[src/rtl/cmp_port_pkg.sv]
package cmp_port_pkg;
  typedef enum logic [1:0] {
    PWR_RUN  = 2'b00,
    PWR_HALT = 2'b01,
    PWR_STOP = 2'b10,
    PWR_RSVD = 2'b11
  } pwr_e;

  localparam int MODE_W     = 2;
  localparam int OVL_BIT    = 0;
  localparam int ANALOG_BIT = 1;

  typedef struct packed {
    logic rise1;
    logic fall1;
    logic rise2;
    logic fall2;
  } edge_cfg_t;

  function automatic edge_cfg_t decode_edge(input logic [1:0] sel);
    edge_cfg_t c;
    case (sel)
      2'b00:   c = '{rise1: 1'b0, fall1: 1'b1, rise2: 1'b0, fall2: 1'b1};
      2'b01:   c = '{rise1: 1'b0, fall1: 1'b1, rise2: 1'b1, fall2: 1'b0};
      2'b10:   c = '{rise1: 1'b1, fall1: 1'b0, rise2: 1'b1, fall2: 1'b0};
      default: c = '{rise1: 1'b1, fall1: 1'b1, rise2: 1'b1, fall2: 1'b1};
    endcase
    return c;
  endfunction
endpackage

[src/rtl/cmp_sync.sv]
module cmp_sync #(
  parameter int W      = 3,
  parameter int STAGES = 2
) (
  input  logic         clk,
  input  logic         rst_n,
  input  logic [W-1:0] d,
  output logic [W-1:0] q
);
  logic [W-1:0] stg_q [STAGES];
  logic [W-1:0] stg_d [STAGES];

  for (genvar g = 0; g < STAGES; g++) begin : g_stage
    if (g == 0) begin : g_first
      assign stg_d[g] = d;
    end else begin : g_next
      assign stg_d[g] = stg_q[g-1];
    end
  end

  always_ff @(posedge clk or negedge rst_n) begin
    if (!rst_n) begin
      for (int i = 0; i < STAGES; i++) stg_q[i] <= '0;
    end else begin
      for (int i = 0; i < STAGES; i++) stg_q[i] <= stg_d[i];
    end
  end

  assign q = stg_q[STAGES-1];
endmodule

[src/rtl/cmp_edge.sv]
module cmp_edge (
  input  logic clk,
  input  logic rst_n,
  input  logic lvl,
  input  logic rise_en,
  input  logic fall_en,
  output logic pulse
);
  logic prev_q, pulse_q, hit_d;

  always_comb begin
    hit_d = (lvl & ~prev_q & rise_en) | (~lvl & prev_q & fall_en);
  end

  always_ff @(posedge clk or negedge rst_n) begin
    if (!rst_n) begin
      prev_q  <= 1'b0;
      pulse_q <= 1'b0;
    end else begin
      prev_q  <= lvl;
      pulse_q <= hit_d;
    end
  end

  assign pulse = pulse_q;
endmodule

[src/rtl/cmp_mode_reg.sv]
module cmp_mode_reg
  import cmp_port_pkg::*;
(
  input  logic              clk,
  input  logic              rst_n,
  input  logic              we,
  input  logic [MODE_W-1:0] wdata,
  input  logic              recov,
  output logic [MODE_W-1:0] mode
);
  localparam logic [MODE_W-1:0] KEEP_MASK = MODE_W'(1) << ANALOG_BIT;

  logic [MODE_W-1:0] mode_q, mode_d;
  logic              mode_en;

  always_comb begin
    mode_en = we | recov;
    mode_d  = wdata;
    if (recov) mode_d = mode_q & KEEP_MASK;
  end

  always_ff @(posedge clk or negedge rst_n) begin
    if (!rst_n) begin
      mode_q <= '0;
    end else if (mode_en) begin
      mode_q <= mode_d;
    end
  end

  assign mode = mode_q;
endmodule

[src/rtl/cmp_port_logic.sv]
module cmp_port_logic
  import cmp_port_pkg::*;
#(
  parameter int PORT_W    = 8,
  parameter int SYNC_DEPTH = 2
) (
  input  logic              clk,
  input  logic              rst_n,
  input  logic              recov_rst,
  input  logic [1:0]        pwr_mode,
  input  logic              mode_we,
  input  logic [1:0]        mode_wdata,
  input  logic [1:0]        edge_sel,
  input  logic [1:0]        cmp_raw,
  input  logic [PORT_W-1:0] pin_in,
  input  logic              latch_p4,
  input  logic              latch_p7,
  output logic [PORT_W-1:0] port_rd,
  output logic              pin4_drv,
  output logic              pin7_drv,
  output logic [1:0]        irq_o,
  output logic              irq_ref_o,
  output logic              wake_o
);
  localparam int NSRC = 3;

  logic [MODE_W-1:0] mode_q;
  logic              analog, ovl, stop;
  logic [NSRC-1:0]   src, lvl, pulse, rise_en, fall_en;
  logic [1:0]        cmp_vis;
  edge_cfg_t         cfg;
  logic              wake_q, wake_d;

  cmp_mode_reg u_mode (
    .clk   (clk),
    .rst_n (rst_n),
    .we    (mode_we),
    .wdata (mode_wdata),
    .recov (recov_rst),
    .mode  (mode_q)
  );

  always_comb begin
    analog = mode_q[ANALOG_BIT];
    ovl    = analog & mode_q[OVL_BIT];
    stop   = (pwr_e'(pwr_mode) == PWR_STOP);
    src[0] = analog ? cmp_raw[0] : pin_in[1];
    src[1] = analog ? cmp_raw[1] : pin_in[2];
    src[2] = pin_in[3];
  end

  cmp_sync #(.W(NSRC), .STAGES(SYNC_DEPTH)) u_sync (
    .clk   (clk),
    .rst_n (rst_n),
    .d     (src),
    .q     (lvl)
  );

  always_comb begin
    cfg     = decode_edge(edge_sel);
    rise_en = {1'b0, cfg.rise2, cfg.rise1};
    fall_en = {1'b1, cfg.fall2, cfg.fall1};
  end

  for (genvar c = 0; c < NSRC; c++) begin : g_edge
    cmp_edge u_edge (
      .clk     (clk),
      .rst_n   (rst_n),
      .lvl     (lvl[c]),
      .rise_en (rise_en[c]),
      .fall_en (fall_en[c]),
      .pulse   (pulse[c])
    );
  end

  always_comb begin
    cmp_vis = stop ? 2'b00 : lvl[1:0];
    port_rd = pin_in;
    if (analog) begin
      port_rd[1] = cmp_vis[0];
      port_rd[2] = cmp_vis[1];
    end
    pin4_drv  = ovl ? cmp_vis[0] : latch_p4;
    pin7_drv  = ovl ? cmp_vis[1] : latch_p7;
    irq_o     = pulse[1:0] & {2{~stop}};
    irq_ref_o = pulse[2] & ~analog & ~stop;
    wake_d    = stop & ~analog & ~(&lvl);
  end

  always_ff @(posedge clk or negedge rst_n) begin
    if (!rst_n) wake_q <= 1'b0;
    else        wake_q <= wake_d;
  end

  assign wake_o = wake_q & stop & ~analog;
endmodule

[config.mk]
export PLATFORM = sky130hd
export DESIGN_NAME = cmp_port_logic
export DESIGN_NICKNAME = d
export VERILOG_FILES = /design/src/rtl/cmp_port_pkg.sv /design/src/rtl/cmp_sync.sv /design/src/rtl/cmp_edge.sv /design/src/rtl/cmp_mode_reg.sv /design/src/rtl/cmp_port_logic.sv
export SDC_FILE = /design/constraint.sdc
export NUM_CORES = 1
export LEC_CHECK = 0
export BUFFER_PORTS_ARGS = -buffer_cell sky130_fd_sc_hd__buf_2
export CORE_MARGIN = 1.5
export CORE_UTILIZATION = 49
export CTS_BUF_LIST = sky130_fd_sc_hd__clkbuf_8
export DETAILED_ROUTE_END_ITERATION = 7
export GPL_TIMING_DRIVEN = 0
export PLACE_DENSITY_LB_ADDON = 0.1
export SLEW_MARGIN = 5
export SYNTH_ARGS = -nofsm -noshare
export SYNTH_HDL_FRONTEND = slang
export SYNTH_SLANG_ARGS = --single-unit
[constraint.sdc]
create_clock -name clk -period 1.5 [get_ports clk]
set_input_delay 0.15 -clock clk [delete_from_list [all_inputs] [get_ports clk]]
set_output_delay 0.15 -clock clk [all_outputs]
set_load 0.02 [all_outputs]
# After elaboration in Yosys (flattened, before gate mapping)
# Cells that the tools add are included.
# totals
latch_bits	0
output_inout_bits	14
ram_bits	0
mem_bits_ro	0
memories	0
word_cells	54
regBits	15
in_bits	22
# op_classes
eq_ne	3
shifts	0
muxes	8
order_cmp	0
addsub	0
div	0
n_reduce_logical	3
n_bitwise	29
n_mul	0
# op_table
cell	n
$and 1x1->1	16
$pmux 4 s3	1
$not 1->1	9
$mux 1	5
$eq 2x2->1 const B	2
$mux 2	2
$or 1x1->1	3
$reduce_and 3->1	1
$and 2x2->2	1
$eq 2x1->1 const B	1
$logic_not 2->1	1
$reduce_and 2->1	1

# Depth between registers and ports, before layout
# Gate-level depths: netlist (run 1).
# logic_depth
word_depth	4
mapped_depth	4
ltp_nobuf	4

# Hierarchy
# From an unflattened synthesis (run 1), not the netlist that was laid out.
# unflattened
hier_cells	69
hier_area_um2	760.7
# modules_own_cells
mod	area_per_inst_um2	seq_area_each_um2	cells_each	n_inst
cmp_port_logic	307.8	25.0	42	1
cmp_edge	70.1	50.0	5	3
cmp_sync	150.1	150.1	6	1
cmp_mode_reg	92.6	50.0	6	1

# Worst setup path after synthesis (run 1)
# No wires, ideal clock.
# synth_path
path_type	register -> output
startpoint	register u_mode.mode_q[1], in the netlist u_mode.mode[1]
endpoint	output port port_rd[1]
path_stages_with_launch	4
setup_slack_ps	423
arrival_ps	927
path_buffers	1
t_required_ps	1350
cell_sequence	dfrtp_1 -> buf_6 -> inv_2 -> o31ai_2
# synth_via
elab_chain_cells	1
# synth_rtl
item	line	text
start, declared	cmp_mode_reg.sv:13	logic [MODE_W-1:0] mode_q, mode_d;
start signal, assigned	cmp_mode_reg.sv:26	mode_q <= mode_d;
$mux 2	cmp_port_logic.sv:79	if (analog) begin
end, declared	cmp_port_logic.sv:18	output logic [PORT_W-1:0] port_rd,
# No other way between the ends.

# Worst setup path in the final report (run 1)
# Ends and elaborated chain as after synthesis.

==> results of run 1 <==
synthesized netlist by cell type, types with 2 or more instances:
library cell / number / area (µm²)
ha_1: 4 / 50.1
nor2_1: 2 / 7.51
a21boi_1: 2 / 15.0
o31ai_2: 2 / 25.0
nand2b_1: 2 / 12.5
and3_1: 2 / 12.5
nor2b_1: 2 / 12.5
dfrtp_1: 15 / 375
or3b_1: 2 / 17.5
inv_1: 4 / 15.0
and2_1: 2 / 12.5
o31ai_1: 2 / 15.0
buf_4: 6 / 45.0
nand2_1: 4 / 15.0
a41o_2: 2 / 22.5
area by class of cell:
type	instances	share of cell area
Buffer	7	0.0596
Clock buffer	3	0.0437
Clock inverter	1	0.00530
Inverter	5	0.0199
Multi-Input combinational cell	33	0.285
Sequential cell	15	0.397
Tap cell	15	0.0199
Timing Repair Buffer	31	0.170
report_power, final:
group	internal [mW]	leakage [nW]	total (mW)	switching (mW)
Combinational	0.101	0.319	0.220	0.119
Clock	0.184	0.0255	0.324	0.140
Sequential	0.450	0.184	0.474	0.0237
Total	0.735	0.528	1.02	0.282
how the worst max path moves through the flow:
stage                                        to  slack, ps  cells past startpoint
2_1_floorplan                        port_rd[1]        420                      3
3_3_place_gp                         port_rd[1]        400                      4
3_5_place_dp   g_edge[1].u_edge.pulse$_DFF_PN0_        370                      5
4_1_cts                              port_rd[1]        110                      4
5_1_grt                              port_rd[1]         40                      4
6_report                             port_rd[1]        120                      4
critical path: cells and delay by family (launching register included):
family,cells,cell delay [ps]
buffers and inverters,2,340
DFF,1,380
and+or+nand+nor,1,180
AOI/OAI and AO/OA,1,80
state kept, by name, summed over array words and instances (netlist names):
signal                flops
wake_q                    1
u_sync.stg_d              3
g_edge.u_edge.pulse       3
g_edge.u_edge.prev_q      3
u_mode.mode               2
u_sync.q                  3
placed cells by master, fill, tap and decap left out, drive strengths merged, types with 3 or more instances in the layout:
cell,count
buf,37
dfrtp,15
inv,5
nand2,4
ha,4
o31ai,4
clkbuf,3
nand2b,3
layer usage:
layer,vias up,GRT usage
met1,247,0.178
met3,2,0.0638
met2,30,0.320
met5,-,0
li1,268,-
met4,0,0.0726
metrics by stage:
step,worst slack (ps),util
finish,121,0.708
floorplan,423,-
global placement,399,0.666
CTS,115,0.708
detailed placement,373,0.666
global route,42.8,0.708
kinds of logic (layout without fill, tap and decap cells):
| group | Yosys count | after routing | share of synthesized area |
|---|---|---|---|
| buffers and inverters | 12 | 47 | 0.104 |
| muxes | 2 | 2 | 0.0296 |
| and+or+nand+nor | 18 | 18 | 0.155 |
| AOI/OAI and AO/OA | 9 | 9 | 0.120 |
| DFF | 15 | 15 | 0.522 |
| adders and majority gates | 4 | 4 | 0.0696 |
repair_timing:
action                                  in CTS  in global routing
hold buffers                                 1                  0
hold endpoints to repair                    15                  0
endpoints found under the setup margin       0                  0
==> metrics.md, run 1 <==
| Metric | Value |
|---|---|
| Inst Count DP | 105 |
| Fin. Hold Viols | 0 |
| Area Growth Syn to Fin | 31.3% |
| Initial drt markers | 5 |
| Global-route wire length before repair | 1830 µm |
| Met2 WL | 584 µm |
| Clock Latency Late Sink | 250 ps |
| Actual slew at the worst max-slew pin | 327 ps |
| Post-layout power | 1.02 mW |
| Die Y | 41.3 µm |
| CTS tree | yes |
| IO buf count | 30 |
| Hold WC Path Type | input port to flip-flop |
| Cell Chain, Critical Path | buf_6 > nand2b_1 > o31ai_2 > buf_2 |
| Wire per inst | 11.3 µm |
| Initial Util | 0.539 |
| Async S/R FF share, synth | 1.00 |
| Final Non-Filler Cells | 110 |
| Wire length on met1 | 519 µm |
| Antenna violations before repair | 0 |
| GPL Wtd Cong | 0.696 |
| Avg Cell Area, Syn | 12.0 µm² |
| Total track usage | 0.175 |
| Leak | 0.528 nW |
| Post-synth EDFFs | 0 |
| Synth Net Count | 86 |
| Multi-input gate area | 269 µm² |
| Clock Path Buffers | 2 |
| Minimum period implied by the final worst setup slack | 1380 ps |
| Post-CTS setup buffers | 0 |
| Hold slack | 16.9 ps |
| CP arrival | 1230 ps |
| Top FF cell, synth | dfrtp_1 |
| Antenna diodes | 0 |
| R2r endpoint | g_edge[1].u_edge.pulse$_DFF_PN0_ |
| Register area share after synthesis | 0.522 |
| Critical path startpoint | u_mode.mode[1]$_DFFE_PN0P_ |
| Critical-path top delay cell | dfrtp_1 |
| DR pass1 iterations | 4 |
| Grt ovf | 0 |
| Worst hold path endpoint | u_sync.stg_d[2]$_DFF_PN0_ |
| FF-to-FF Start | u_sync.q[1]$_DFF_PN0_ |
| Startpoint types | flip-flop |
| Post-Route WL | 1240 µm |
| Fin. max-slew vios | 0 |
| Htree depth | 1 |
| Max Clock Skew | 3.20 ps |
| TritonCTS buffer count | 3 |
| YS warnings | 0 |
| Core ar. | 1330 µm² |
| Synth unique cells | 22 |
| Die area | 1710 µm² |
| Fill count | 107 |
| Sink Count | 15 |
| Unrepaired setup endpoints after global routing | false |
| Crit Path Max Fanout | 10 |
| Met3 WL | 121 µm |
| Yosys reg bits | 15 |
| Residual DRC count | 0 |
| Std-Cell Rows | 13 |
| Vias in the first global route | 464 |
| Worst Hold Launch | pin_in[3] |
| Largest net degree at the start of global routing | 16 |
| Crit path largest cell delay | 380 ps |
| Register area | 375 µm² |
| DR top layer | met4 |
| Dpl cell area | 888 µm² |
| R2R Setup Slk | 520 ps |
| Max-slew headroom | 0.782 |
| Post-route ant nets | 0 |
| Max Cap Viol | 0 |
| Hold path depth | 1 |
| Max Freq | 0.725 GHz |
| Die Wd | 41.3 µm |
| Status | completed |
| Share of cells above drive strength 1 | 0.505 |
| Hpwl dp | 959 µm |
| Crit share post-route | 0.919 |
| Mapped Cells | 60 |
| Via count | 547 |
| Setup_tns | 0 ps |
| Max IR drop VDD | 0.000549 V |
| CTS root buf | clkbuf_8 |
| CP Class | flip-flop to output pin |
| CTS clk-pin slew, worst paths | 60 ps |
| Post-route cell area | 945 µm² |
| # nets final | 122 |
| CP Capture Type | output pin |
| DR vias/cell | 4.97 |
| Final setup fails | 0 |
| Synthesized cell area | 719 µm² |
| Worst EP required | 1350 ps |
| Worst Reg-to-Reg Cells | 2 |
| Post-CTS Resized | 0 |
| Top Ports | 36 |
| PwrDens | 1080 nW/µm² |
Note: power is estimated with default switching activity, not from simulation.
==> inputs of run 2 (changes only) <==
CORE_UTILIZATION = 42   (was 49)
==> run 2 against run 1 <==
Net effect:
- the run now ends with design-rule violations left
- via count fell by 2.4%
- cell count rose by 0.91%
- maximum frequency rose by 2.1%
- register-to-register slack improved by 20 ps
- worst setup slack improved by 28 ps
- largest cell class unchanged
- largest power group unchanged
==> metrics.md, run 2 (synthesized netlist as in run 1, its figures left out) <==
| Metric | Value |
|---|---|
| Status | finished with violations |
| Failing checks | design-rule violations |
| Startpoint types | flip-flop |
| Grt ovf | 0 (unchanged) |
| R2R Setup Slk | 540 ps (+20 ps) |
| Initial Util | 0.461 (-0.0779) |
| Clock Latency Late Sink | 250 ps (about the same) |
| Setup_tns | 0 ps (unchanged) |
| Hold slack | 23.7 ps (+6.82 ps) |
| Total track usage | 0.144 (-0.0316) |
| Area Growth Syn to Fin | 31.3% (unchanged) |
| Worst Reg-to-Reg Cells | 2 (unchanged) |
| Critical-path top delay cell | dfrtp_1 |
| CTS clk-pin slew, worst paths | 60 ps (about the same) |
| Dpl cell area | 890 µm² (+0.14%) |
| Die area | 1970 µm² (+15%) |
| Sink Count | 15 (unchanged) |
| Via count | 534 (-2.4%) |
| Die Y | 44.4 µm (+7.4%) |
| Post-Route WL | 1240 µm (-0.32%) |
| Global-route wire length before repair | 1950 µm (+6.4%) |
| Crit share post-route | 0.900 (-0.0187) |
| Top Ports | 36 (unchanged) |
| Antenna violations before repair | 0 (unchanged) |
| Most frequent cells in the layout | buf_2 (30), dfrtp_1 (15), buf_4 (6) |
| Cell Chain, Critical Path | buf_6 > inv_2 > o31ai_2 > buf_2 |
| Commonest non-fill, non-tap cell in the layout | buf_2 |
| Std-Cell Rows | 14 (+1) |
| Post-route ant nets | 0 (unchanged) |
| Hold path depth | 1 (unchanged) |
| Hold WC Path Type | input port to flip-flop |
| Htree depth | 1 (unchanged) |
| Crit Path Max Fanout | 10 (unchanged) |
| R2r endpoint | g_edge[1].u_edge.pulse$_DFF_PN0_ |
| CP Class | flip-flop to output pin |
| GPL Wtd Cong | 0.744 (+6.8%) |
| Clock Path Buffers | 2 (unchanged) |
| Worst EP required | 1350 ps (about the same) |
| Max Clock Skew | 2.09 ps (-1.11 ps) |
| Vias in the first global route | 487 (+5.0%) |
| Initial drt markers | 5 (unchanged) |
| DR vias/cell | 4.81 (-3.3%) |
| CP Capture Type | output pin |
| Hpwl dp | 1020 µm (+6.2%) |
| TritonCTS buffer count | 3 (unchanged) |
| Layout Utilization | 0.606 (-0.102) |
| Antenna diodes | 0 (unchanged) |
| IO buf count | 30 (unchanged) |
| Max Freq | 0.740 GHz (+2.1%) |
| CTS root buf | clkbuf_8 |
| # nets final | 122 (unchanged) |
| PwrDens | 1070 nW/µm² (-0.71%) |
| Final setup fails | 0 (unchanged) |
| Die Wd | 44.4 µm (+7.4%) |
| DR pass1 iterations | 6 (+2) |
| Fin. max-slew vios | 0 (unchanged) |
| CTS tree | yes |
| Fin. Hold Viols | 0 (unchanged) |
| CP arrival | 1200 ps (-30 ps) |
| Core ar. | 1560 µm² (+17%) |
| Actual slew at the worst max-slew pin | 319 ps (-8.18 ps) |
| Worst hold path endpoint | u_sync.stg_d[2]$_DFF_PN0_ |
| Max IR drop VDD | 0.000679 V (+24%) |
| Minimum period implied by the final worst setup slack | 1350 ps (-28.0 ps) |
| Largest net degree at the start of global routing | 16 (unchanged) |
| Post-layout power | 1.01 mW (-0.71%) |
| Crit path largest cell delay | 350 ps (-30 ps) |
| Share of cells above drive strength 1 | 0.495 (-0.0105) |
| Residual DRC count | 1 (+1) |
| Fill count | 133 (+24%) |
| Post-route cell area | 945 µm² (unchanged) |
| Unrepaired setup endpoints after global routing | false |
| Leak | 0.529 nW (+0.27%) |
| Max-slew headroom | 0.787 (+0.00545) |
| Multi-input gate area | 269 µm² (unchanged) |
| Max Cap Viol | 0 (unchanged) |
| Register area | 375 µm² (unchanged) |
| Wire per inst | 11.2 µm (-1.2%) |
| Worst Hold Launch | pin_in[3] |
| FF-to-FF Start | u_sync.q[1]$_DFF_PN0_ |
run 2: cell types whose count changed in the layout (fill, tap and decap cells not counted), sizes merged:
cell    before  now
inv          5    6
clkinv       1    0
run 2: power breakdown:
group,total [mW],leakage [nW],internal (mW),switching (mW)
registers,0.473,0.184,0.450,0.0233
clock network,0.315,0.0269,0.181,0.134
logic,0.221,0.319,0.101,0.120
run 2: final cells by class:
class,instances,area share
tap,16,0.0212
clock buffer,3,0.0437
multi-input combinational,33,0.285
timing repair buffer,31,0.170
inverter,5,0.0199
sequential,15,0.397
buffer,7,0.0596
clock inverter,1,0.00397
run 2: routing by layer:
metal	wire length [µm]	track usage	share of wire	up-vias
li1	-	-	-	266
met1	513	0.167	0.41	242
met2	617	0.244	0.50	24
met3	89	0.0367	0.072	2
met4	19	0.0727	0.015	0
met5	0	0	0	-
run 2: worst max-delay path, delay by kind of cell, from the launching register on:
family	cells	cell delay, ps
buffers and inverters	3	380
DFF	1	350
AOI/OAI and AO/OA	1	220
run 2: worst max-delay path by stage:
stage               cells past startpoint                        from                                to  slack, ps
detailed placement                      5                 edge_sel[0]  g_edge[1].u_edge.pulse$_DFF_PN0_        360
global route                            4  u_mode.mode[1]$_DFFE_PN0P_                        port_rd[1]         70
floorplan                               3  u_mode.mode[1]$_DFFE_PN0P_                        port_rd[1]        420
global placement                        4  u_mode.mode[1]$_DFFE_PN0P_                        port_rd[1]        420
finish                                  4  u_mode.mode[1]$_DFFE_PN0P_                        port_rd[1]        150
CTS                                     4  u_mode.mode[1]$_DFFE_PN0P_                        port_rd[1]        140
run 2: repair_timing:
action / CTS / global route
gates resized for setup: 0 / 0
buffers inserted: 0 / 0
endpoints found under the setup margin: 0 / 0
hold buffers: 1 / 0
hold endpoints to repair: 15 / 0
run 2: per-stage QoR:
stage                     setup WS (ps)  std cells
after global placement              416        106
after global routing               68.4        111
final                               149        111
after detailed placement            363        106
after CTS                           136        111
after floorplan                     423         60
